$ cat src/rtl/ibi_arb_pkg.sv
package ibi_arb_pkg;

   typedef enum logic [2:0] {
      ST_IDLE       = 3'd0,
      ST_WAIT_IDLE  = 3'd1,
      ST_WAIT_START = 3'd2,
      ST_ARB        = 3'd3,
      ST_WON        = 3'd4,
      ST_LOST       = 3'd5
   } arb_state_e;

endpackage

$ cat src/rtl/ibi_bus_monitor.sv
// Watches the two bus lines: flags activity (any low or any change) and
// a start condition (data falls while clock stays high).
module ibi_bus_monitor (
   input  logic clk,
   input  logic rst_n,
   input  logic scl_i,
   input  logic sda_i,
   output logic active_o,
   output logic start_o
);

   logic scl_q;
   logic sda_q;

   always_ff @(posedge clk or negedge rst_n) begin
      if (!rst_n) begin
         scl_q <= 1'b1;
         sda_q <= 1'b1;
      end else begin
         scl_q <= scl_i;
         sda_q <= sda_i;
      end
   end

   assign active_o = ~scl_i | ~sda_i | (scl_i ^ scl_q) | (sda_i ^ sda_q);
   assign start_o  = scl_q & scl_i & sda_q & ~sda_i;

endmodule

$ cat src/rtl/ibi_idle_timer.sv
// Saturating idle counter; done once the count has reached the limit.
module ibi_idle_timer #(
   parameter int IDLE_W = 16
) (
   input  logic              clk,
   input  logic              rst_n,
   input  logic              clear_i,
   input  logic [IDLE_W-1:0] limit_i,
   output logic              done_o
);

   logic [IDLE_W-1:0] cnt_q;

   assign done_o = (cnt_q >= limit_i);

   always_ff @(posedge clk or negedge rst_n) begin
      if (!rst_n) begin
         cnt_q <= '0;
      end else if (clear_i) begin
         cnt_q <= '0;
      end else if (!done_o) begin
         cnt_q <= cnt_q + 1'b1;
      end
   end

endmodule

$ cat src/rtl/ibi_bit_engine.sv
// Holds the arbitration word, selects the current bit, drives it
// open-drain style and compares it with the resolved line.
module ibi_bit_engine #(
   parameter int ADDR_W    = 7,
   parameter bit MSB_FIRST = 1'b1
) (
   input  logic              clk,
   input  logic              rst_n,
   input  logic              load_i,
   input  logic [ADDR_W-1:0] addr_i,
   input  logic              step_i,
   input  logic              enable_i,
   input  logic              line_i,
   output logic              drive_low_o,
   output logic              last_o,
   output logic              mismatch_o
);

   localparam int IDX_W = (ADDR_W > 1) ? $clog2(ADDR_W) : 1;
   localparam logic [IDX_W-1:0] LAST_IDX = IDX_W'(ADDR_W - 1);

   logic [ADDR_W-1:0] word_q;
   logic [IDX_W-1:0]  cnt_q;
   logic [IDX_W-1:0]  pos;
   logic              cur_bit;

   generate
      if (MSB_FIRST) begin : g_msb_first
         assign pos = LAST_IDX - cnt_q;
      end else begin : g_lsb_first
         assign pos = cnt_q;
      end
   endgenerate

   assign cur_bit     = word_q[pos];
   assign last_o      = (cnt_q == LAST_IDX);
   assign mismatch_o  = cur_bit & ~line_i;
   assign drive_low_o = enable_i & ~cur_bit;

   always_ff @(posedge clk or negedge rst_n) begin
      if (!rst_n) begin
         word_q <= '1;
         cnt_q  <= '0;
      end else if (load_i) begin
         word_q <= addr_i;
         cnt_q  <= '0;
      end else if (step_i && !last_o) begin
         cnt_q  <= cnt_q + 1'b1;
      end
   end

endmodule

$ cat src/rtl/ibi_arbiter.sv
module ibi_arbiter #(
   parameter int ADDR_W    = 7,
   parameter int IDLE_W    = 16,
   parameter bit MSB_FIRST = 1'b1
) (
   input  logic              clk,
   input  logic              rst_n,
   input  logic              event_i,
   input  logic              event_ack_i,
   input  logic [ADDR_W-1:0] dyn_addr_i,
   input  logic [IDLE_W-1:0] idle_cycles_i,
   input  logic              scl_i,
   input  logic              sda_i,
   input  logic              bit_sample_i,
   output logic              drive_low_o,
   output logic              pend_o,
   output logic              won_o,
   output logic              lost_o
);

   import ibi_arb_pkg::*;

   generate
      if (ADDR_W < 1 || ADDR_W > 64) begin : g_bad_addr_w
         $error("ibi_arbiter: ADDR_W must be within 1..64");
      end
      if (IDLE_W < 1 || IDLE_W > 32) begin : g_bad_idle_w
         $error("ibi_arbiter: IDLE_W must be within 1..32");
      end
   endgenerate

   arb_state_e state_q;
   arb_state_e state_d;
   logic       pend_q;
   logic       won_q;
   logic       bus_active;
   logic       bus_start;
   logic       idle_done;
   logic       bit_last;
   logic       bit_mismatch;
   logic       in_arb;
   logic       word_load;
   logic       word_step;

   ibi_bus_monitor i_mon (
      .clk      (clk),
      .rst_n    (rst_n),
      .scl_i    (scl_i),
      .sda_i    (sda_i),
      .active_o (bus_active),
      .start_o  (bus_start)
   );

   ibi_idle_timer #(.IDLE_W(IDLE_W)) i_timer (
      .clk     (clk),
      .rst_n   (rst_n),
      .clear_i ((state_q != ST_WAIT_IDLE) | bus_active),
      .limit_i (idle_cycles_i),
      .done_o  (idle_done)
   );

   assign in_arb    = (state_q == ST_ARB);
   assign word_load = (state_q == ST_WAIT_START) & bus_start;
   assign word_step = in_arb & bit_sample_i;

   ibi_bit_engine #(.ADDR_W(ADDR_W), .MSB_FIRST(MSB_FIRST)) i_bits (
      .clk         (clk),
      .rst_n       (rst_n),
      .load_i      (word_load),
      .addr_i      (dyn_addr_i),
      .step_i      (word_step),
      .enable_i    (in_arb),
      .line_i      (sda_i),
      .drive_low_o (drive_low_o),
      .last_o      (bit_last),
      .mismatch_o  (bit_mismatch)
   );

   always_comb begin
      state_d = state_q;
      case (state_q)
         ST_IDLE:       if (pend_q) state_d = ST_WAIT_IDLE;
         ST_WAIT_IDLE:  if (idle_done && !bus_active) state_d = ST_WAIT_START;
         ST_WAIT_START: begin
            if (bus_start)       state_d = ST_ARB;
            else if (bus_active) state_d = ST_WAIT_IDLE;
         end
         ST_ARB: begin
            if (bit_sample_i) begin
               if (bit_mismatch)  state_d = ST_LOST;
               else if (bit_last) state_d = ST_WON;
            end
         end
         ST_WON:        if (event_ack_i) state_d = ST_IDLE;
         ST_LOST:       state_d = ST_WAIT_IDLE;
         default:       state_d = ST_IDLE;
      endcase
   end

   always_ff @(posedge clk or negedge rst_n) begin
      if (!rst_n) begin
         state_q <= ST_IDLE;
         pend_q  <= 1'b0;
         won_q   <= 1'b0;
      end else begin
         state_q <= state_d;
         won_q   <= in_arb && (state_d == ST_WON);
         if (event_i) begin
            pend_q <= 1'b1;
         end else if (state_q == ST_WON && event_ack_i) begin
            pend_q <= 1'b0;
         end
      end
   end

   assign pend_o = pend_q;
   assign won_o  = won_q;
   assign lost_o = (state_q == ST_LOST);

endmodule

$ cat config.mk
export PLATFORM = sky130hd
export DESIGN_NAME = ibi_arbiter
export DESIGN_NICKNAME = d
export VERILOG_FILES = /design/src/rtl/ibi_arb_pkg.sv /design/src/rtl/ibi_bus_monitor.sv /design/src/rtl/ibi_idle_timer.sv /design/src/rtl/ibi_bit_engine.sv /design/src/rtl/ibi_arbiter.sv
export SDC_FILE = /design/constraint.sdc
export NUM_CORES = 1
export LEC_CHECK = 0
export ABC_AREA = 1
export BUFFER_PORTS_ARGS = -buffer_cell sky130_fd_sc_hd__buf_2
export CAP_MARGIN = 20
export CORE_MARGIN = 4
export CORE_UTILIZATION = 55
export DETAILED_ROUTE_END_ITERATION = 12
export GPL_TIMING_DRIVEN = 0
export PLACE_DENSITY = 0.85
export SYNTH_ARGS = -nofsm -noshare
export SYNTH_HDL_FRONTEND = slang
export SYNTH_HIERARCHICAL = 1
export SYNTH_SLANG_ARGS = --single-unit
$ cat constraint.sdc
create_clock -name clk -period 2.05 [get_ports clk]
set_input_delay 0.1025 -clock clk [delete_from_list [all_inputs] [get_ports clk]]
set_output_delay 0.1025 -clock clk [all_outputs]
set_load 0.05 [all_outputs]
==> results by group, run 1 <==
Outcome
  – Status: completed

Finish
  – Diode count: 0
  – Fin nets: 458
  – Most frequent cells in the layout: nand2_1 (103), inv_1 (51), nand3_1 (34)
  – Multi-input combinational cell area: 1461 sq um
  – Area delta synth->final: 18.90%
  – Share of layout cells above drive strength 1: 0.2549
  – Fillers: 356
  – Finished Cell Area: 3054 sq um
  – Commonest non-fill, non-tap cell in the layout: nand2_1
  – FF+latch area: 843.3 sq um

Detailed routing
  – Residual DRC: 0
  – Final WL: 5.579 mm
  – Vias: 2395
  – Post-route ant nets: 0
  – Detailed Routing Iterations Pass 1: 4
  – 1st-iter DRT viols: 183
  – WL/cell: 12.13 um
  – DR vias/cell: 5.207

Logic synthesis
  – Netlist Area Pre-Place: 2569 sq um
  – Register area share after synthesis: 0.3259
  – Synth Area in XOR/XNOR: 0.03069
  – Synth Area in Compound Gates: 0.05066
  – Avg Cell Area, Syn: 7.236 sq um
  – Ys Warns: 6
  – Adder-cell share of the synthesized area: 0.1023
  – Synth cell types: 32
  – Simple-Gate Fraction of Synth Area: 0.3770
  – Mux contribution to synthesized area: 0
  – Syn Nets: 406
  – Main combinational cell family by area after synthesis: simple AND/OR/NAND/NOR gates
  – Register bit total from synthesis: 33
  – Mapped Cells: 355

Die
  – Height of the chip: 76.34 um
  – # IOs: 34
  – Initial Util: 0.5780
  – Die ar.: 5828 sq um
  – Core region area: 4444 sq um
  – Die Width: 76.34 um
  – Number of core rows: 24

Timing
  – Final setup viols: 0
  – Final period util: 0.9513
  – Final Hold Vio Count: 0
  – Slew Limit Headroom: 0.5192
  – Worst Skew: 0.009598 ns
  – F_max: 512.8 MHz
  – Final Critical Period: 1.950 ns
  – Slew Limit Fails: 0
  – Worst Tran Pin Value: 0.7213 ns
  – Hold WS: 0.01010 ns

Setup path
  – Setup crit start kind: register
  – Biggest cell delay along the critical path: 0.46 ns
  – Worst-path cell chain: ha_1 > a21oi_1 > o21ai_1 > nor2_4 > nand2_4 > buf_8 > nand3_2 > nand2_1 > nor2_2 > nor2_2
  – Cell repeated most along the worst path: nor2_2
  – Maximum fanout along the worst path: 10
  – CP top delay family: simple AND/OR/NAND/NOR gates
  – CP Capture Type: register
  – WP buf/inv: 1
  – CP max-delay cell: dfrtp_1
  – Crit path DAT: 2.14 ns
  – Critical path class: reg2reg
  – Setup slack, reg-to-reg: 0.1 ns
  – Worst EP required: 2.24 ns

Power
  – Worst vdd ir: 0.3802 mV
  – Power Density: 529.9 nW/um^2
  – Pwr Total: 1.618 mW
  – P_leak: 1.694 nW

Clock tree
  – # clock sinks: 33
  – Register clock-pin slew on the reported worst setup and hold paths: 0.07 ns
  – TritonCTS buffer count: 5
  – CTS root buffer: clkbuf_8
  – H-tree levels: 2
  – CTS tree: done
  – Maximum buffer depth of the clock tree: 2
  – Clk Latency, worst-skew pair: 0.29 ns

Place
  – HPWL Detailed: 4.076 mm
  – Gp weighted congestion: 0.8678
  – IO buf count: 33
  – DP Area: 2799 sq um

Global route
  – Met3 Use GR: 0.04374
  – Largest net degree at the start of global routing: 34
  – Gr usage total: 0.2053
  – First-pass GRT wire length: 9.908 mm
  – Busiest grt layer: met2
  – GR Layer Usage met2: 0.3726
  – Met1 Usage GRT: 0.2420
  – Initial antenna violation count: 0
  – Global route overflow: 0
  – Vias in the first global route: 2329

Worst hold path
  – Worst hold path class: in2reg

Flow run
  – Max-cap violations: 0
## where the power goes
| part | total (mW) | switching (mW) | internal [mW] |
|---|---|---|---|
| registers | 0.697 | 0.0249 | 0.673 |
| clock network | 0.637 | 0.241 | 0.396 |
| logic | 0.284 | 0.160 | 0.124 |
| total | 1.62 | 0.426 | 1.19 |
## synth_stat cells
library cell	number	area [sq um]
inv_2	4	15.01
nand3_2	3	30.03
nand3_1	34	170.2
nor2_2	10	62.56
and2_1	1	6.260
o211ai_2	1	12.51
buf_8	1	15.01
xor2_1	6	52.55
ha_1	21	262.8
o21ai_1	6	30.03
dfrtp_1	24	600.6
nor2_4	2	22.52
nand4_1	21	131.4
a211oi_2	1	12.51
nand2_2	6	37.54
buf_6	1	11.26
inv_1	52	195.2
a21oi_2	1	8.760
clkinv_1	1	3.750
o21a_1	1	7.510
nand2_1	104	390.4
xnor2_1	3	26.28
clkbuf_8	3	41.29
buf_2	2	10.01
nor3_1	1	5.000
a21o_1	1	7.510
nor2_1	24	90.09
dfstp_2	9	236.5
o21ai_0	1	5.000
nand2_4	2	22.52
a21oi_1	7	35.03
o21bai_2	1	11.26
## metal layers
metal	up-vias	part of all wire
met5	-	0
met2	62	0.51
met1	1085	0.43
li1	1238	-
met3	10	0.053
met4	0	0.015
## what timing repair did
item,in CTS,in global routing
hold buffers,5,0
hold endpoints to repair,28,0
setup buffers,1,6
resized for setup,1,14
pin swaps,1,2
setup endpoints to repair,1,13
## worst paths after layout
path / endpoint / depth (start not counted) / startpoint
worst max-delay path: won_o / 10 / i_timer/cnt_q[13]
worst min-delay path: i_bits/word_q[3] / 3 / dyn_addr_i[3]
worst max register to register: won_o / 10 / i_timer/cnt_q[13]
worst min register to register: i_bits/word_q[5] / 2 / i_bits/word_q[5]
max in group asynchronous: i_bits/cnt_q[0] / 2 / rst_n
min in group asynchronous: pend_o / 2 / rst_n
## through the flow
stage | TNS (ns) | instances | util | worst slack, ns
floorplan | 0 | 355 | - | 0.1798
global placement | 0 | 440 | 0.6298 | 0.07725
detailed placement | 0 | 440 | 0.6298 | 0.01273
CTS | 0 | 454 | 0.6692 | 0.01687
global route | -0.02132 | 460 | 0.6872 | -0.02132
finish | 0 | 460 | 0.6872 | 0.09981
## tightest hold or removal path, cell delays in order
cell and delay, ns:
buf_2 0.09, nand2_1 0.05, nand2_1 0.05
## cell type report
class                   count  area share
well taps                  52     0.02130
clock inverters             1    0.009832
repair buffers             45     0.08972
flip-flops and latches     33      0.2761
multi-input cells         258      0.4785
clock buffers               7     0.02827
plain buffers               7     0.02622
inverters                  57     0.07005
## registers in the layout (all words and copies together), names as in the netlist
| name | cells |
|---|---|
| won_o | 1 |
| i_timer/cnt_q | 16 |
| i_bits/cnt_q | 3 |
| i_mon/scl_q | 1 |
| state_q | 3 |
| i_mon/sda_q | 1 |
| i_bits/word_q | 7 |
| pend_o | 1 |
## cells by family after synthesis
logic type | after synthesis
AOI/OAI and AO/OA | 20
adders and majority gates | 21
xor gates and xnor gates | 9
buffers and inverters | 64
DFF | 33
and+or+nand+nor | 208
Note: power is estimated with default switching activity, not from simulation.
==> inputs of run 2 (changes only) <==
Settings changed: ABC_AREA 1 to 0, GPL_ROUTABILITY_DRIVEN set to 0, PLACE_DENSITY 0.85 to 0.86, RECOVER_POWER set to 50.
==> results by group, run 2 <==
Timing
  – Final setup viols: 18 (+18)
  – Slew Limit Fails: 0 (unchanged)
  – Worst Tran Pin Value: 0.8431 ns (+0.1218 ns)
  – F_max: 447.1 MHz (-13%)
  – Final period util: 1.091 (+0.1397)
  – Final Critical Period: 2.237 ns (+0.2865 ns)
  – Min setup slack post-route: -0.1867 ns (-0.2865 ns)
  – Hold WS: 0.04471 ns (+0.03461 ns)
  – Slew Limit Headroom: 0.4380 (-0.08120)
  – Worst Skew: 0.01066 ns (+0.001058 ns)
  – Final Hold Vio Count: 0 (unchanged)
  – Unrepaired setup endpoints after global routing: true

Logic synthesis
  – Ys Warns: 6 (unchanged)
  – Register bit total from synthesis: 33 (unchanged)
  – Netlist Area Pre-Place: 2192 sq um (-15%)
  – Post-synth ARST share: 1.000 (unchanged)
  – Mux contribution to synthesized area: 0.06906 (+0.06906)
  – Ranking of synthesized cells by area: dfrtp_1 (27%), ha_1 (12%), dfstp_2 (11%)
  – Syn Nets: 274 (-33%)
  – Synth cell types: 50 (+56%)
  – Simple-Gate Fraction of Synth Area: 0.2061 (-0.1710)
  – Synth Area in Compound Gates: 0.1455 (+0.09489)
  – Count leader, synth: dfrtp_1
  – Mapped Cells: 223 (-37%)
  – Main combinational cell family by area after synthesis: simple AND/OR/NAND/NOR gates
  – Number of synthesized flops with an enable pin: 0 (unchanged)
  – Synth top cells by count: dfrtp_1 (24), a21oi_1 (22), ha_1 (21), inv_1 (21), nand2_1 (15)
  – Register area share after synthesis: 0.3818 (+0.05598)
  – Post-synth top flop: dfrtp_1
  – Share of Yosys cell area claimed by the top area cell type: 0.2740 (+0.04017)
  – Synth Area in XOR/XNOR: 0.01199 (-0.01870)
  – Avg Cell Area, Syn: 9.830 sq um (+36%)
  – Adder-cell share of the synthesized area: 0.1199 (+0.01757)
  – Leading area contributor after synthesis: dfrtp_1

Clock tree
  – TritonCTS buffer count: 5 (unchanged)
  – CTS tree: done
  – CTS root buffer: clkbuf_8
  – Register clock-pin slew on the reported worst setup and hold paths: 0.07 ns (about the same)
  – # clock sinks: 33 (unchanged)
  – Clk Latency, worst-skew pair: 0.29 ns (about the same)
  – Maximum buffer depth of the clock tree: 2 (unchanged)
  – H-tree levels: 2 (unchanged)

Finish
  – Share of layout cells above drive strength 1: 0.5648 (+0.3099)
  – FF+latch area: 844.6 sq um (+0.15%)
  – Finished Cell Area: 3201 sq um (+4.8%)
  – Multi-input combinational cell area: 1536 sq um (+5.1%)
  – Commonest non-fill, non-tap cell in the layout: buf_2
  – Top register by number of flip-flops: i_timer/cnt_q
  – Diode count: 0 (unchanged)
  – Max reg flops: 16 (unchanged)
  – Fin nets: 351 (-23%)
  – Largest regs: i_timer/cnt_q: 16 flops, i_bits/word_q: 7 flops
  – Area delta synth->final: 46.00%
  – Most frequent cells in the layout: buf_2 (29), buf_4 (28), inv_1 (18), dfrtp_1 (18), a21oi_2 (17)
  – Fillers: 185 (-48%)

Die
  – # IOs: 34 (unchanged)
  – Core region area: 3744 sq um (-16%)
  – Number of core rows: 22 (-8.3%)
  – Die Width: 71.13 um (-6.8%)
  – Initial Util: 0.5856 (+0.007577)
  – Height of the chip: 71.13 um (-6.8%)
  – Die ar.: 5059 sq um (-13%)

Power
  – Worst vdd ir: 0.4789 mV (+26%)
  – P_leak: 1.443 nW (-15%)
  – Power Density: 413.8 nW/um^2 (-22%)

Global route
  – Vias in the first global route: 2018 (-13%)
  – Largest net degree at the start of global routing: 34 (unchanged)
  – Gr usage total: 0.2274 (+0.02216)
  – Global route overflow: 0 (unchanged)
  – First-pass GRT wire length: 9.135 mm (-7.8%)
  – Initial antenna violation count: 0 (unchanged)

Detailed routing
  – Residual DRC: 0 (unchanged)
  – Post-route ant nets: 0 (unchanged)
  – Final WL: 6.602 mm (+18%)
  – WL/cell: 18.92 um (+56%)
  – Vias: 2124 (-11%)
  – Detailed Routing Iterations Pass 1: 4 (unchanged)
  – DR vias/cell: 6.086 (+17%)
  – 1st-iter DRT viols: 208 (+14%)

Place
  – IO buf count: 33 (unchanged)
  – Place WS: -0.3235 ns (-0.3362 ns)
  – HPWL Detailed: 3.226 mm (-21%)
  – DP Area: 2437 sq um (-13%)

Setup path
  – Worst reg2reg path startpoint: i_timer/cnt_q[3]
  – CP Capture Type: register
  – Critical path origin: i_timer/cnt_q[3]
  – Crit path DAT: 2.46 ns (+0.32 ns)
  – Setup crit start kind: register
  – Worst EP required: 2.27 ns (+0.03 ns)
  – Maximum fanout along the worst path: 5 (-5)
  – Critical path class: reg2reg

Worst hold path
  – Hold Crit Start: dyn_addr_i[6]
  – Worst hold path class: in2reg

Flow run
  – Max-cap violations: 0 (unchanged)

Outcome
  – Status: finished with violations
  – Failing checks: setup timing
==> run 2: worst max-delay path, stage by stage, from the launching register on <==
cell and delay [ns]:
dfrtp_2 0.42, ha_1 0.22, a211oi_2 0.24, o21ai_2 0.10
a21oi_2 0.22, o21ai_4 0.12, buf_6 0.15, or4_4 0.52
a21oi_2 0.17
==> run 2: layout make-up <==
cell class | instances | area share
sequential | 33 | 0.2639
multi-input combinational | 161 | 0.4801
timing repair buffer | 71 | 0.1560
buffer | 7 | 0.02424
tap | 48 | 0.01876
clock inverter | 1 | 0.001564
clock buffer | 7 | 0.03010
inverter | 21 | 0.02541
==> run 2: path summary, 6_finish.rpt <==
kind                                      to  slack (ns)  cells past startpoint
min in group asynchronous   i_timer/cnt_q[9]        0.45                      2
max                        i_timer/cnt_q[14]       -0.19                      8
min                         i_bits/word_q[6]        0.04                      2
min reg2reg                           pend_o        0.54                      1
max reg2reg                i_timer/cnt_q[14]       -0.19                      8
max in group asynchronous   i_timer/cnt_q[3]        1.01                      2
==> run 2: cell families (layout without fill, tap and decap cells) <==
group	after synthesis	in the layout
mux	13	13
fa+ha+maj	21	21
compound gates	51	51
flops	33	33
buf+inv	29	107
simple gates	73	73
xor+xnor	3	3
==> run 2: power by group <==
part / internal (mW) / switching [mW] / total (mW) / leakage [nW]
clock network: 0.303 / 0.244 / 0.547 / 0.0542
logic: 0.0557 / 0.0634 / 0.119 / 0.981
registers: 0.656 / 0.00190 / 0.658 / 0.408
==> run 2: routing by layer <==
metal / vias up / global-route usage / share of wire / routed length (um)
met5: - / 0 / 0 / 0
met4: 0 / 0.06889 / 0.040 / 265
met3: 31 / 0.05540 / 0.078 / 515
met2: 110 / 0.3944 / 0.49 / 3258
met1: 1025 / 0.2789 / 0.39 / 2562
li1: 958 / - / - / -
==> run 2: metrics by stage <==
step | total power, mW | std cells | utilization | TNS, ns
after global routing | 1.372 | 349 | 0.8549 | -3.206
final | 1.324 | 349 | 0.8549 | -1.314
after detailed placement | 0.7503 | 304 | 0.6511 | -3.513
after CTS | 1.299 | 334 | 0.7584 | -0.6225
after floorplan | 0.7017 | 223 | - | -0.1276
after global placement | 0.7473 | 304 | 0.6511 | -2.529
==> run 2: what timing repair did <==
| item | CTS | global route |
|---|---|---|
| endpoints found under the setup margin | 21 | 21 |
| pin swaps | 18 | 22 |
| resized for setup | 32 | 56 |
| hold buffers | 5 | 0 |
| setup buffers | 17 | 14 |
| gates cloned | 1 | 1 |
| endpoints found under the hold margin | 28 | 0 |
==> inputs of run 3 (changes only) <==
Settings changed: CAP_MARGIN 20 to not set, SETUP_SLACK_MARGIN set to 0.1.
==> results by group, run 3 (same netlist as run 2, synthesis figures left out) <==
Outcome
  – Status: finished with violations
  – Failing checks: setup timing

Power
  – Worst vdd ir: 0.4365 mV (-8.8%)
  – Sequential power share: 0.512 (+0.015)
  – Comb pwr share: 0.103 (+0.013)
  – Switching Share: 0.2581 (+0.02453)
  – Pwr Total: 1.286 mW (-2.9%)
  – Clk network pwr share: 0.386 (-0.027)
  – Internal Pwr Total: 0.9544 mW (-6.0%)
  – Sw power: 0.3320 mW (+7.3%)
  – Power Density: 384.5 nW/um^2 (-7.1%)
  – P_leak: 1.459 nW (+1.1%)

Timing
  – Worst Tran Pin Value: 0.8569 ns (+0.01381 ns)
  – Min setup slack post-route: -0.2872 ns (-0.1005 ns)
  – Slew Limit Headroom: 0.4288 (-0.009203)
  – Setup TNS: -3.311 ns (-1.997 ns)
  – Final Critical Period: 2.337 ns (+0.1005 ns)
  – F_max: 427.9 MHz (-4.3%)
  – Final period util: 1.140 (+0.04905)
  – Slew Limit Fails: 0 (unchanged)
  – Final Hold Vio Count: 0 (unchanged)
  – Unrepaired setup endpoints after global routing: true
  – Final setup viols: 21 (+3)
  – Worst Skew: 0.006891 ns (-0.003765 ns)

Place
  – Place WS: -0.2562 ns (+0.06731 ns)
  – DP Area: 2445 sq um (+0.31%)
  – HPWL Detailed: 3.151 mm (-2.3%)
  – IO buf count: 33 (unchanged)
  – DP Cell Count: 304 (unchanged)

Global route
  – Global route overflow: 0 (unchanged)
  – Vias in the first global route: 2152 (+6.6%)
  – Largest net degree at the start of global routing: 34 (unchanged)
  – Initial antenna violation count: 0 (unchanged)
  – First-pass GRT wire length: 9.860 mm (+7.9%)
  – Gr usage total: 0.2439 (+0.01647)

Clock tree
  – Clk Latency, worst-skew pair: 0.29 ns (about the same)
  – TritonCTS buffer count: 5 (unchanged)
  – Register clock-pin slew on the reported worst setup and hold paths: 0.07 ns (about the same)
  – H-tree levels: 2 (unchanged)
  – CTS root buffer: clkbuf_8
  – CTS tree: done
  – # clock sinks: 33 (unchanged)
  – Maximum buffer depth of the clock tree: 2 (unchanged)

Setup path
  – Maximum fanout along the worst path: 5 (unchanged)
  – Setup slack, reg-to-reg: -0.29 ns (-0.10 ns)
  – Critical path origin: i_timer/cnt_q[5]
  – Worst EP required: 2.26 ns (about the same)
  – Setup crit start kind: register
  – Crit path DAT: 2.54 ns (+0.08 ns)
  – CP Capture Type: register
  – Worst Reg2Reg Path Length in Cells: 9 (+1)
  – FF-to-FF End: i_timer/cnt_q[5]
  – CP Capture Point: i_timer/cnt_q[5]
  – Worst reg2reg path startpoint: i_timer/cnt_q[5]
  – Critical path class: reg2reg

Detailed routing
  – WL/cell: 22.95 um (+21%)
  – DR vias/cell: 6.412 (+5.4%)
  – Detailed Routing Iterations Pass 1: 5 (+1)
  – Vias: 2257 (+6.3%)
  – Final WL: 8.077 mm (+22%)
  – Post-route ant nets: 0 (unchanged)
  – Residual DRC: 0 (unchanged)
  – 1st-iter DRT viols: 288 (+38%)

Die
  – Height of the chip: 71.13 um (unchanged)
  – Die Width: 71.13 um (unchanged)
  – Core region area: 3744 sq um (unchanged)
  – Die ar.: 5059 sq um (unchanged)
  – Initial Util: 0.5856 (unchanged)
  – Number of core rows: 22 (unchanged)
  – # IOs: 34 (unchanged)

Finish
  – Max reg flops: 16 (unchanged)
  – Most frequent cells in the layout: buf_4 (32), buf_2 (28), inv_1 (19)
  – Finished Cell Area: 3346 sq um (+4.5%)
  – Largest regs: i_timer/cnt_q: 16 flops, i_bits/word_q: 7 flops
  – Share of layout cells above drive strength 1: 0.5724 (+0.007584)
  – Fin nets: 354 (+0.85%)
  – Top register by number of flip-flops: i_timer/cnt_q
  – Finished Layout Cells: 352 (+0.86%)
  – Area delta synth->final: 52.63%
  – Commonest non-fill, non-tap cell in the layout: buf_4
  – Diode count: 0 (unchanged)

Flow run
  – Max-cap violations: 0 (unchanged)

Worst hold path
  – Worst hold path class: in2reg
## run 3: changes by cell type in the layout (fill, tap and decap cells not counted), moves of 4 or more
cell     before  now
or4_1         1    7
a21oi_1       5    9
a21oi_2      17   13
o31ai_4       0    4
or4_4         7    1
buf_4        28   32
o31ai_1       7    0
## run 3: area by class of cell
cell class,instances,area [sq um]
inverter,21,78.83
buffer,6,83.83
sequential,33,845.8
tap,48,60.06
clock buffer,6,72.57
multi-input combinational,161,1645
fill,151,397.9
clock inverter,2,10.01
timing repair buffer,75,549.3
## run 3: layer usage
metal | global-route usage | up-vias | wire length (um) | part of all wire
li1 | - | 973 | - | -
met4 | 0.1211 | 0 | 593 | 0.073
met2 | 0.3965 | 150 | 3844 | 0.48
met5 | 0 | - | 0 | 0
met3 | 0.04545 | 64 | 609 | 0.075
met1 | 0.3111 | 1070 | 3029 | 0.38
## run 3: worst min-delay path by stage
stage                       end  slack [ns]  cells past startpoint     startpoint
4_1_cts              state_q[2]        0.01                      2    event_ack_i
6_report       i_bits/word_q[4]        0.05                      2  dyn_addr_i[4]
2_1_floorplan   i_bits/cnt_q[0]       -0.19                      0          rst_n
5_1_grt        i_bits/word_q[6]        0.04                      2  dyn_addr_i[6]
3_3_place_gp   i_timer/cnt_q[0]        0.21                      1          rst_n
3_5_place_dp   i_timer/cnt_q[7]        0.21                      1          rst_n
## run 3: worst max-delay path, cell delays in order (launching register included)
cell     delay [ns]
dfrtp_1        0.40
ha_1           0.33
a21oi_1        0.24
o21ai_2        0.10
a21oi_2        0.23
o21ai_4        0.11
buf_4          0.17
buf_6          0.13
or3_1          0.36
a21oi_1        0.18
## run 3: power by group through the flow
stage                     clock (mW)  sequential [mW]  combinational, mW
after global placement             0            0.669             0.0787
after CTS                      0.482            0.658             0.0949
after global routing           0.522            0.658              0.143
final                          0.496            0.658              0.132
after detailed placement           0            0.669             0.0815
after floorplan                    0            0.669             0.0329
## run 3: repair_timing
action	in CTS	in global routing
pin swaps	19	20
gates cloned	3	1
hold buffers	4	1
endpoints found under the hold margin	27	1
setup buffers	23	12
endpoints found under the setup margin	21	28
gates resized for setup	38	60
## run 3: stage by stage
step,utilization,hold slack (ns)
detailed placement,0.6531,0.2058
global route,0.8937,0.04211
finish,0.8937,0.04712
floorplan,-,-0.1931
CTS,0.7851,0.009508
global placement,0.6531,0.2064
